==> config.mk <==
export PLATFORM = sky130hd
export DESIGN_NAME = lane_ovr_seq
export DESIGN_NICKNAME = d
export VERILOG_FILES = /design/src/rtl/lane_ovr_pkg.sv /design/src/rtl/lane_ovr_rst_sync.sv /design/src/rtl/lane_ovr_addr.sv /design/src/rtl/lane_ovr_word.sv /design/src/rtl/lane_ovr_ctrl.sv /design/src/rtl/lane_ovr_seq.sv
export SDC_FILE = /design/constraint.sdc
export NUM_CORES = 1
export LEC_CHECK = 0
export ABC_AREA = 1
export BUFFER_PORTS_ARGS = -buffer_cell sky130_fd_sc_hd__buf_4
export CORE_MARGIN = 3
export CORE_UTILIZATION = 62
export DETAILED_ROUTE_END_ITERATION = 8
export PLACE_DENSITY = 0.94
export SETUP_SLACK_MARGIN = 0.4
export SLEW_MARGIN = 20
export SYNTH_ARGS = -nofsm -noshare
export SYNTH_HDL_FRONTEND = slang
export SYNTH_SLANG_ARGS = --single-unit
export TNS_END_PERCENT = 5
==> constraint.sdc <==
create_clock -name clk -period 3.5 [get_ports clk]
set_input_delay 0.35 -clock clk [delete_from_list [all_inputs] [get_ports clk]]
set_output_delay 0.35 -clock clk [all_outputs]
set_load 0.005 [all_outputs]
==> src/rtl/lane_ovr_pkg.sv <==
package lane_ovr_pkg;

  localparam logic [15:0] RX_STS_BASE = 16'h2002;
  localparam logic [15:0] TX_STS_BASE = 16'h2001;
  localparam logic [15:0] RX_OVR_BASE = 16'h2005;
  localparam logic [15:0] TX_OVR_BASE = 16'h2004;
  localparam int LANE_SHIFT    = 8;
  localparam int HALF_RATE_BIT = 0;
  localparam int DPLL_LSB      = 8;
  localparam int DPLL_W        = 3;
  localparam int DPLL_RST_BIT  = 11;
  localparam int ATTEN_LSB     = 10;
  localparam int RX_OVR_EN_BIT = 14;
  localparam int TX_OVR_EN_BIT = 15;

  typedef enum logic [1:0] {
    REG_RX_STS,
    REG_TX_STS,
    REG_RX_OVR,
    REG_TX_OVR
  } lane_reg_e;

  typedef enum logic [4:0] {
    ST_IDLE,
    ST_CLR_RD,
    ST_CLR_WR,
    ST_POLL,
    ST_RX_RD,
    ST_RX_W0,
    ST_RX_W1,
    ST_RX_W2,
    ST_RX_W3,
    ST_RX_W4,
    ST_SETTLE,
    ST_TX_RD,
    ST_TX_W0,
    ST_TX_W1,
    ST_TX_W2,
    ST_FIN
  } seq_state_e;

  function automatic logic st_is_read(seq_state_e s);
    return s inside {ST_CLR_RD, ST_POLL, ST_RX_RD, ST_TX_RD};
  endfunction

  function automatic logic st_is_write(seq_state_e s);
    return s inside {ST_CLR_WR, ST_RX_W0, ST_RX_W1, ST_RX_W2, ST_RX_W3,
                     ST_RX_W4, ST_TX_W0, ST_TX_W1, ST_TX_W2};
  endfunction

  function automatic logic st_is_tx(seq_state_e s);
    return s inside {ST_TX_RD, ST_TX_W0, ST_TX_W1, ST_TX_W2};
  endfunction

endpackage

==> src/rtl/lane_ovr_rst_sync.sv <==
module lane_ovr_rst_sync #(
  parameter int STAGES = 2
) (
  input  logic clk,
  input  logic rst_n,
  output logic rst_n_sync
);
  logic [STAGES-1:0] sync_q;

  always_ff @(posedge clk or negedge rst_n) begin
    if (!rst_n) sync_q <= '0;
    else        sync_q <= {sync_q[STAGES-2:0], 1'b1};
  end

  assign rst_n_sync = sync_q[STAGES-1];
endmodule

==> src/rtl/lane_ovr_addr.sv <==
module lane_ovr_addr
  import lane_ovr_pkg::*;
#(
  parameter int ADDR_W = 16,
  parameter int LANE_W = 2
) (
  input  lane_reg_e          reg_sel,
  input  logic [LANE_W-1:0]  lane,
  output logic [ADDR_W-1:0]  addr
);
  logic [ADDR_W-1:0] base;
  logic [ADDR_W-1:0] lane_off;

  always_comb begin
    case (reg_sel)
      REG_RX_STS: base = ADDR_W'(RX_STS_BASE);
      REG_TX_STS: base = ADDR_W'(TX_STS_BASE);
      REG_RX_OVR: base = ADDR_W'(RX_OVR_BASE);
      default:    base = ADDR_W'(TX_OVR_BASE);
    endcase
  end

  assign lane_off = ADDR_W'(lane) << LANE_SHIFT;
  assign addr     = base + lane_off;
endmodule

==> src/rtl/lane_ovr_word.sv <==
module lane_ovr_word
  import lane_ovr_pkg::*;
#(
  parameter int DATA_W      = 16,
  parameter int ATTEN_FLD_W = 3,
  parameter int DPLL_MODE   = 3
) (
  input  logic                   clk,
  input  logic                   rst_n,
  input  seq_state_e             state,
  input  logic                   cmd_done,
  input  logic [DATA_W-1:0]      cmd_rdata,
  input  logic [ATTEN_FLD_W-1:0] atten_fld,
  output logic [DATA_W-1:0]      wdata
);
  logic [DATA_W-1:0] shadow_q;
  logic [DATA_W-1:0] shadow_d;
  logic              shadow_en;
  logic              is_wr;
  logic              is_rd;

  assign is_wr = st_is_write(state);
  assign is_rd = st_is_read(state);

  always_comb begin
    wdata = shadow_q;
    case (state)
      ST_CLR_WR, ST_RX_W0: wdata[RX_OVR_EN_BIT] = 1'b0;
      ST_RX_W1:            wdata[RX_OVR_EN_BIT] = 1'b1;
      ST_RX_W2:            wdata[DPLL_LSB +: DPLL_W] = DPLL_W'(DPLL_MODE);
      ST_RX_W3:            wdata[DPLL_RST_BIT] = 1'b1;
      ST_RX_W4:            wdata[DPLL_RST_BIT] = 1'b0;
      ST_TX_W0:            wdata[TX_OVR_EN_BIT] = 1'b0;
      ST_TX_W1:            wdata[TX_OVR_EN_BIT] = 1'b1;
      ST_TX_W2:            wdata[ATTEN_LSB +: ATTEN_FLD_W] =
                             shadow_q[ATTEN_LSB +: ATTEN_FLD_W] | atten_fld;
      default: ;
    endcase
  end

  assign shadow_en = cmd_done && (is_wr || is_rd);
  assign shadow_d  = is_wr ? wdata : cmd_rdata;

  always_ff @(posedge clk or negedge rst_n) begin
    if (!rst_n)         shadow_q <= '0;
    else if (shadow_en) shadow_q <= shadow_d;
  end


  rx_en_before_mode_chk: assert property (@(posedge clk) disable iff (!rst_n)
    (state == ST_RX_W2) |-> shadow_q[RX_OVR_EN_BIT]);

  dpll_rst_before_release_chk: assert property (@(posedge clk) disable iff (!rst_n)
    (state == ST_RX_W4) |-> shadow_q[DPLL_RST_BIT]);

  tx_en_before_atten_chk: assert property (@(posedge clk) disable iff (!rst_n)
    (state == ST_TX_W2) |-> shadow_q[TX_OVR_EN_BIT]);
endmodule

==> src/rtl/lane_ovr_ctrl.sv <==
module lane_ovr_ctrl
  import lane_ovr_pkg::*;
#(
  parameter int LANE_W     = 2,
  parameter int ATTEN_W    = 4,
  parameter int POLL_MAX   = 1000,
  parameter int SETTLE_CYC = 1500000
) (
  input  logic               clk,
  input  logic               rst_n,
  input  logic               start_clear,
  input  logic               start_force,
  input  logic [LANE_W-1:0]  lane_in,
  input  logic [ATTEN_W-1:0] atten_in,
  input  logic               cmd_done,
  input  logic               half_rate,
  output seq_state_e         state,
  output logic [LANE_W-1:0]  lane_q,
  output logic [ATTEN_W-1:0] atten_q,
  output lane_reg_e          reg_sel,
  output logic               cmd_valid,
  output logic               cmd_write,
  output logic               busy,
  output logic               done
);
  localparam int PCW = $clog2(POLL_MAX + 1);
  localparam int SCW = $clog2(SETTLE_CYC + 1);
  localparam logic [PCW-1:0] POLL_LAST  = PCW'(POLL_MAX - 1);
  localparam logic [SCW-1:0] SETTLE_TOP = SCW'(SETTLE_CYC - 1);

  seq_state_e      state_q, state_d;
  logic [PCW-1:0]  poll_q, poll_d;
  logic [SCW-1:0]  settle_q, settle_d;
  logic            cap_en;
  logic            skip_tx;

  assign cap_en  = (state_q == ST_IDLE) && (start_clear || start_force);
  assign skip_tx = atten_q[ATTEN_W-1];

  always_comb begin
    state_d  = state_q;
    poll_d   = poll_q;
    settle_d = settle_q;
    case (state_q)
      ST_IDLE: begin
        if (start_clear) begin
          state_d = ST_CLR_RD;
        end else if (start_force) begin
          state_d = ST_POLL;
          poll_d  = '0;
        end
      end
      ST_CLR_RD: if (cmd_done) state_d = ST_CLR_WR;
      ST_CLR_WR: if (cmd_done) state_d = ST_FIN;
      ST_POLL: begin
        if (cmd_done) begin
          if (half_rate && (poll_q != POLL_LAST)) poll_d = poll_q + 1'b1;
          else                                    state_d = ST_RX_RD;
        end
      end
      ST_RX_RD: if (cmd_done) state_d = ST_RX_W0;
      ST_RX_W0: if (cmd_done) state_d = ST_RX_W1;
      ST_RX_W1: if (cmd_done) state_d = ST_RX_W2;
      ST_RX_W2: if (cmd_done) state_d = ST_RX_W3;
      ST_RX_W3: if (cmd_done) state_d = ST_RX_W4;
      ST_RX_W4: begin
        if (cmd_done) begin
          state_d  = ST_SETTLE;
          settle_d = SETTLE_TOP;
        end
      end
      ST_SETTLE: begin
        if (settle_q == '0) state_d = skip_tx ? ST_FIN : ST_TX_RD;
        else                settle_d = settle_q - 1'b1;
      end
      ST_TX_RD: if (cmd_done) state_d = ST_TX_W0;
      ST_TX_W0: if (cmd_done) state_d = ST_TX_W1;
      ST_TX_W1: if (cmd_done) state_d = ST_TX_W2;
      ST_TX_W2: if (cmd_done) state_d = ST_FIN;
      ST_FIN:   state_d = ST_IDLE;
      default:  state_d = ST_IDLE;
    endcase
  end

  always_ff @(posedge clk or negedge rst_n) begin
    if (!rst_n) begin
      state_q  <= ST_IDLE;
      poll_q   <= '0;
      settle_q <= '0;
    end else begin
      state_q  <= state_d;
      poll_q   <= poll_d;
      settle_q <= settle_d;
    end
  end

  always_ff @(posedge clk or negedge rst_n) begin
    if (!rst_n) begin
      lane_q  <= '0;
      atten_q <= '0;
    end else if (cap_en) begin
      lane_q  <= lane_in;
      atten_q <= atten_in;
    end
  end

  always_comb begin
    cmd_valid = st_is_read(state_q) || st_is_write(state_q);
    cmd_write = st_is_write(state_q);
    case (state_q)
      ST_CLR_WR, ST_RX_W0, ST_RX_W1, ST_RX_W2, ST_RX_W3, ST_RX_W4:
        reg_sel = REG_RX_OVR;
      ST_TX_RD:
        reg_sel = REG_TX_STS;
      ST_TX_W0, ST_TX_W1, ST_TX_W2:
        reg_sel = REG_TX_OVR;
      default:
        reg_sel = REG_RX_STS;
    endcase
  end

  assign state = state_q;
  assign busy  = (state_q != ST_IDLE);
  assign done  = (state_q == ST_FIN);


  poll_bound_chk: assert property (@(posedge clk) disable iff (!rst_n)
    (state_q == ST_POLL) |-> (poll_q < PCW'(POLL_MAX)));

  skip_tx_chk: assert property (@(posedge clk) disable iff (!rst_n)
    st_is_tx(state_q) |-> !atten_q[ATTEN_W-1]);

  capture_hold_chk: assert property (@(posedge clk) disable iff (!rst_n)
    (busy && !done) |=> ($stable(lane_q) && $stable(atten_q)));
endmodule

==> src/rtl/lane_ovr_seq.sv <==
module lane_ovr_seq
  import lane_ovr_pkg::*;
#(
  parameter int ADDR_W     = 16,
  parameter int DATA_W     = 16,
  parameter int LANE_W     = 2,
  parameter int ATTEN_W    = 4,
  parameter int DPLL_MODE  = 3,
  parameter int POLL_MAX   = 1000,
  parameter int SETTLE_CYC = 1500000
) (
  input  logic               clk,
  input  logic               rst_n,
  input  logic               start_clear,
  input  logic               start_force,
  input  logic [LANE_W-1:0]  lane_sel,
  input  logic [ATTEN_W-1:0] tx_atten,
  output logic               busy,
  output logic               done,
  output logic               cmd_valid,
  output logic               cmd_write,
  output logic [ADDR_W-1:0]  cmd_addr,
  output logic [DATA_W-1:0]  cmd_wdata,
  input  logic               cmd_done,
  input  logic [DATA_W-1:0]  cmd_rdata
);
  localparam int ATTEN_FLD_W = ATTEN_W - 1;

  logic               rst_n_int;
  seq_state_e         state;
  logic [LANE_W-1:0]  lane_q;
  logic [ATTEN_W-1:0] atten_q;
  lane_reg_e          reg_sel;

  lane_ovr_rst_sync #(.STAGES(2)) u_rst (
    .clk        (clk),
    .rst_n      (rst_n),
    .rst_n_sync (rst_n_int)
  );

  lane_ovr_ctrl #(
    .LANE_W     (LANE_W),
    .ATTEN_W    (ATTEN_W),
    .POLL_MAX   (POLL_MAX),
    .SETTLE_CYC (SETTLE_CYC)
  ) u_ctrl (
    .clk         (clk),
    .rst_n       (rst_n_int),
    .start_clear (start_clear),
    .start_force (start_force),
    .lane_in     (lane_sel),
    .atten_in    (tx_atten),
    .cmd_done    (cmd_done),
    .half_rate   (cmd_rdata[HALF_RATE_BIT]),
    .state       (state),
    .lane_q      (lane_q),
    .atten_q     (atten_q),
    .reg_sel     (reg_sel),
    .cmd_valid   (cmd_valid),
    .cmd_write   (cmd_write),
    .busy        (busy),
    .done        (done)
  );

  lane_ovr_addr #(
    .ADDR_W (ADDR_W),
    .LANE_W (LANE_W)
  ) u_addr (
    .reg_sel (reg_sel),
    .lane    (lane_q),
    .addr    (cmd_addr)
  );

  lane_ovr_word #(
    .DATA_W      (DATA_W),
    .ATTEN_FLD_W (ATTEN_FLD_W),
    .DPLL_MODE   (DPLL_MODE)
  ) u_word (
    .clk       (clk),
    .rst_n     (rst_n_int),
    .state     (state),
    .cmd_done  (cmd_done),
    .cmd_rdata (cmd_rdata),
    .atten_fld (atten_q[ATTEN_FLD_W-1:0]),
    .wdata     (cmd_wdata)
  );


  cmd_hold_chk: assert property (@(posedge clk) disable iff (!rst_n_int)
    (cmd_valid && !cmd_done) |=>
      (cmd_valid && $stable(cmd_write) && $stable(cmd_addr) && $stable(cmd_wdata)));

  done_pulse_chk: assert property (@(posedge clk) disable iff (!rst_n_int)
    done |=> !done);

  done_then_idle_chk: assert property (@(posedge clk) disable iff (!rst_n_int)
    done |=> !busy);

  done_quiet_chk: assert property (@(posedge clk) disable iff (!rst_n_int)
    done |-> (busy && !cmd_valid));
endmodule

After elaboration in Yosys (flattened, before gate mapping). Memories as Yosys holds them, arrays and structs flattened. Index checks and enable logic that the tools add are counted.

Output and inout port bits: 36. Register bits after elaboration: 60. Logic and storage cells: 105. Memory bits (read-only): 32. Input bits: 27. Memories kept: 1.

Memory list: (name not given) (depth 16, bits a word 2, read ports 1, clocked after memory_dff 0, write ports 0, RTL line lane_ovr_ctrl.sv:110) `case (state_q)`.

Mux-type cells: 35. Bitwise gates (word level): 2. Reduce and logical (&&, ||, !) cells: 19. $add $sub $neg: 3. Eq/ne operators: 37.

Operators with widths (number): $mux W5 (16); $pmux W5 S14 (1); $mux W21 (2); $pmux W21 S2 (1); $eq A5 B4 Y1 const B (8); $mux W10 (4); $ne A2 B2 Y1 const B (15); $logic_not A21 Y1 (1); $sub A21 B1 Y21 const B (1); $eq A5 B3 Y1 const B (4); $pmux W10 S2 (1); $mux W16 (1); $add A14 B10 Y15 (1); $reduce_and A15 Y1 (1); $add A10 B1 Y10 const B (1); $eq A5 B2 Y1 const B (2); $ne A10 B10 Y1 const B (1); $pmux W3 S3 (1); $reduce_bool A9 Y1 (1); $ne A2 B1 Y1 const B (3); $pmux W1 S2 (3); $eq A5 B1 Y1 const B (1); $logic_not A5 Y1 (1); $reduce_and A5 Y1 (1); 18 further kinds (24).

Logic depth before layout (Yosys ltp).
Depth after elaboration: 5. Depth in mapped cells: 11. Gate-level depth less buffers: 11.

Cells and area by module. Synthesis repeated with hierarchy kept, for this count alone.

Cell total of the unflattened synthesis: 578. Area total of the unflattened synthesis: 4032.6 um^2.

By module, submodules not included: lane_ovr_ctrl (times used 1, cells each 400, area each 2706.3 um^2, seq. area each 1026.0 um^2); lane_ovr_word (times used 1, cells each 152, area each 1111.1 um^2, seq. area each 400.4 um^2); lane_ovr_addr (times used 1, cells each 23, area each 161.4 um^2, seq. area each 0.0 um^2); lane_ovr_rst_sync (times used 1, cells each 3, area each 53.8 um^2, seq. area each 50.0 um^2).

Worst setup path after synthesis. No wires, ideal clock.

Path kind: register to output. Start: register u_ctrl.state_q[2] (netlist: u_ctrl.state[2]). End: output cmd_addr[2]. Stages on the path, launching flop included: 8. Slack: 1790 ps. Arrival time: 1360 ps. Data required time: 3150 ps. Cells stage by stage: dfrtp_1 buf_4 nand2_1 inv_1 nand2_1 nand2_2 ha_1 or2_2.

Longest elaborated chain between the ends: 5. Elaborated cells on any way between the ends: 7.

Ends and longest elaborated chain: start: declaration (RTL line lane_ovr_ctrl.sv:31) `seq_state_e state_q, state_d;`; start signal: assignment (RTL line lane_ovr_ctrl.sv:91) `state_q <= state_d;`; $mem_v2 Z16 W2 (*); $mux W2 (*) (RTL line lane_ovr_ctrl.sv:110); $eq A2 B2 Y1, or another cell as far along (RTL line lane_ovr_addr.sv:15) `case (reg_sel)`; $pmux W3 S3 (*) (RTL line lane_ovr_addr.sv:15); $add A14 B10 Y15 (*) (RTL line lane_ovr_addr.sv:24) `assign addr = base + lane_off;`; end: declaration (RTL line lane_ovr_seq.sv:22) `output logic [ADDR_W-1:0] cmd_addr,`.

Mark *: on every way between the ends. The rest lies on a longest branch, timed or not.

Worst setup path in the final report. Same ends and word-level chain as after synthesis.

==> impl_metrics.json <==
{
  "status": "finished clean",
  "maxUsedRoutingLayer": "met4",
  "place_congestion": 0.941,
  "cp_slowest_cell": "dfrtp_1",
  "synth_compound_area_share_pct": 5.59,
  "ys_top_cells_by_area": "dfrtp_1 38%, nand2_1 21%, nor2_1 6.4%, nand3_1 5.5%, buf_4 5.0%",
  "numCtsBuffers": 9,
  "min_path_type": "primary input to flop",
  "start_kind": "flop",
  "leakage_nw": 2.38,
  "crit_fanout": 8,
  "root_buffer": "clkbuf_8",
  "synth-xor-area-share_pct": 1.79,
  "dr_wl_met3_um": 539,
  "netlist_area_mm2": 0.00392,
  "cts_buffer_depth": 2,
  "clk_latency_ns": 0.34,
  "yosys.area_share.simple_pct": 39.9,
  "boundaryPins": 63,
  "rsz0062_at_grt": "no",
  "wl_met1_mm": 3.73,
  "fmax_ghz": 0.404,
  "hold_viol": 0,
  "grtUsageTotal_pct": 27.9,
  "synth_top_family_by_area": "simple AND/OR/NAND/NOR gates",
  "row_count": 28,
  "syn_inst": 561,
  "n_antenna_cell": 0,
  "drive_gt1_share_pct": 18.9,
  "final_max_slew_viol_count": 0,
  "fin_tns_setup_ns": 0,
  "wl_mm": 9.28,
  "grt_start_max_net_pins": 33,
  "grt_pass1_vias": 3627,
  "die_area_mm2": 0.00730,
  "ys.flop_type": "dfrtp_1",
  "synth_warnings": 0,
  "muxShareOfSynthArea_pct": 1.73,
  "synth_top_area_cell": "dfrtp_1",
  "period_share_pct": 70.8,
  "h-tree-depth": 3,
  "cts_setup_buffers": 0,
  "dr_wl_met2_mm": 4.68,
  "dpl.hpwl_mm": 6.66,
  "max_cap_viol_count": 0,
  "maxSlewHeadroom_pct": 56.5,
  "synth_edf_count": 0,
  "routed-via-count": 3699,
  "crit_buf_inv": 3,
  "ys_ff_latch": 59,
  "avgSynthCellArea_um2": 6.98,
  "tightest_slew_ns": 0.652,
  "nets": 638,
  "crit_chain": "inv_1, nand2_1, nand2_1, nor2_1, inv_1, ha_1, or2_2, buf_4",
  "grt_pass1_wl_mm": 16.2,
  "yosys.area_share.adder_pct": 1.92,
  "die_h_um": 85.5,
  "fin_crit_ns": 2.48,
  "placement.cell_area_mm2": 0.00420,
  "synth_top_area_share_pct": 37.7,
  "drc_errors": 0,
  "clock_sinks": 59,
  "routedWlPerCell_um": 13.6,
  "slowest_delay_ns": 0.60,
  "area_growth_pct": 13.5,
  "synth.yosys.seq_area_share_pct": 37.7,
  "io_buffers": 51,
  "grt_overflow": 0,
  "viasPerCell": 5.40,
  "drt_first_pass_iters": 5,
  "peakVddDrop_v": 0.000630,
  "fillerInstances": 462,
  "async_flop_share_pct": 100,
  "cts_tree": "done",
  "hold_buffers": 1,
  "skew_ns": 0.00731,
  "postRouteAntennaNets": 0,
  "arrival_ns": 2.13,
  "setup_violations": 0,
  "power_density_mw_per_mm2": 849,
  "design_area_mm2": 0.00444,
  "fp.dieW_um": 85.5,
  "yosysMostFrequentCell": "nand2_1",
  "crit_family": "simple AND/OR/NAND/NOR gates",
  "worstSetupPathType": "flop to primary output",
  "cts_resized": 0,
  "critical_path_required_ns": 3.15,
  "endpoint_kind": "primary output",
  "synth_common_cells": "219 x nand2_1, 67 x nor2_1, 59 x dfrtp_1",
  "start_util_pct": 65.0,
  "ys_types": 30,
  "core_mm2": 0.00603,
  "clkTransAtPathRegs_ns": 0.07,
  "drt_iter0_markers": 237,
  "antenna_found_initial": 0
}
final timing paths:
| kind | startpoint | endpoint | slack [ns] | cells after the start |
|---|---|---|---|---|
| setup reg to reg | u_ctrl.state[3] | u_ctrl.settle_q[5] | 1.24 | 9 |
| min in group asynchronous | u_rst.sync_q[1] | u_ctrl.settle_q[17] | 0.25 | 0 |
| hold reg to reg | u_rst.sync_q[1] | u_ctrl.settle_q[17] | 0.24 | 0 |
| hold / removal | lane_sel[0] | u_ctrl.lane_q[0] | 0.24 | 2 |
| setup / recovery | u_ctrl.state[2] | cmd_addr[2] | 1.02 | 8 |
| max in group asynchronous | u_rst.sync_q[1] | u_word.shadow_q[11] | 2.42 | 1 |
per-layer routing:
layer | vias up | GRT usage, %
met5 | - | 0
met1 | 1710 | 32.9
met3 | 34 | 6.50
met4 | 0 | 15.5
li1 | 1814 | -
met2 | 141 | 46.8
power by group:
group          internal [mW]  total (mW)  switching, mW
sequential             0.942        1.20          0.261
clock                  0.439       0.713          0.274
combinational          0.724        1.86           1.13
area by class of cell:
class                           count  area, µm²  share of cell area (%)
Inverter                           54        203                    4.56
Timing Repair Buffer               53        400                    9.01
Tap cell                           75       93.8                    2.11
Clock inverter                      4       72.6                    1.63
Multi-Input combinational cell    428       2040                    45.9
Sequential cell                    59       1480                    33.3
Clock buffer                       12        155                    3.49
cells by family after synthesis:
family,Yosys count
AO/OA/AOI/OAI,29
buffers and inverters,84
adder cells (fa/ha/maj),6
multiplexers,6
other,2
XOR/XNOR,8
flip-flops,59
AND/OR/NAND/NOR,367
cell usage in the layout, fill, tap and decap left out, types with 2 or more instances in the layout:
master / n
nor2_4: 4
bufinv_16: 2
nor2_1: 67
nor3_1: 5
nand2_4: 2
or2_2: 10
xnor2_1: 2
o21ai_2: 14
mux2_2: 6
ha_1: 6
o21ai_0: 8
nor2_2: 2
dfrtp_1: 58
a21o_1: 3
xor2_1: 6
buf_4: 52
nand2_1: 219
inv_1: 48
nand2_2: 2
clkbuf_8: 11
a21oi_1: 2
inv_2: 5
conb_1: 12
nand4_1: 11
nand3_1: 43
state kept, by name, summed over array words and instances, names as in the netlist:
name             cells
u_rst.sync_q         2
u_ctrl.atten_q       4
u_ctrl.poll_q       10
u_ctrl.state         4
u_word.shadow_q     16
u_ctrl.settle_q     21
u_ctrl.lane_q        2
through the flow:
step	cells	hold slack [ns]	total power [mW]	worst slack [ns]	utilization [%]
finish	685	0.245	3.77	1.02	73.7
global route	685	0.244	4.11	0.880	73.7
CTS	685	0.232	3.77	1.03	73.7
detailed placement	668	0.134	3.03	1.33	69.8
global placement	668	0.134	2.92	1.46	69.8
floorplan	571	0.0544	2.54	1.74	-
No activity file was read; power rests on OpenSTA's default activity.
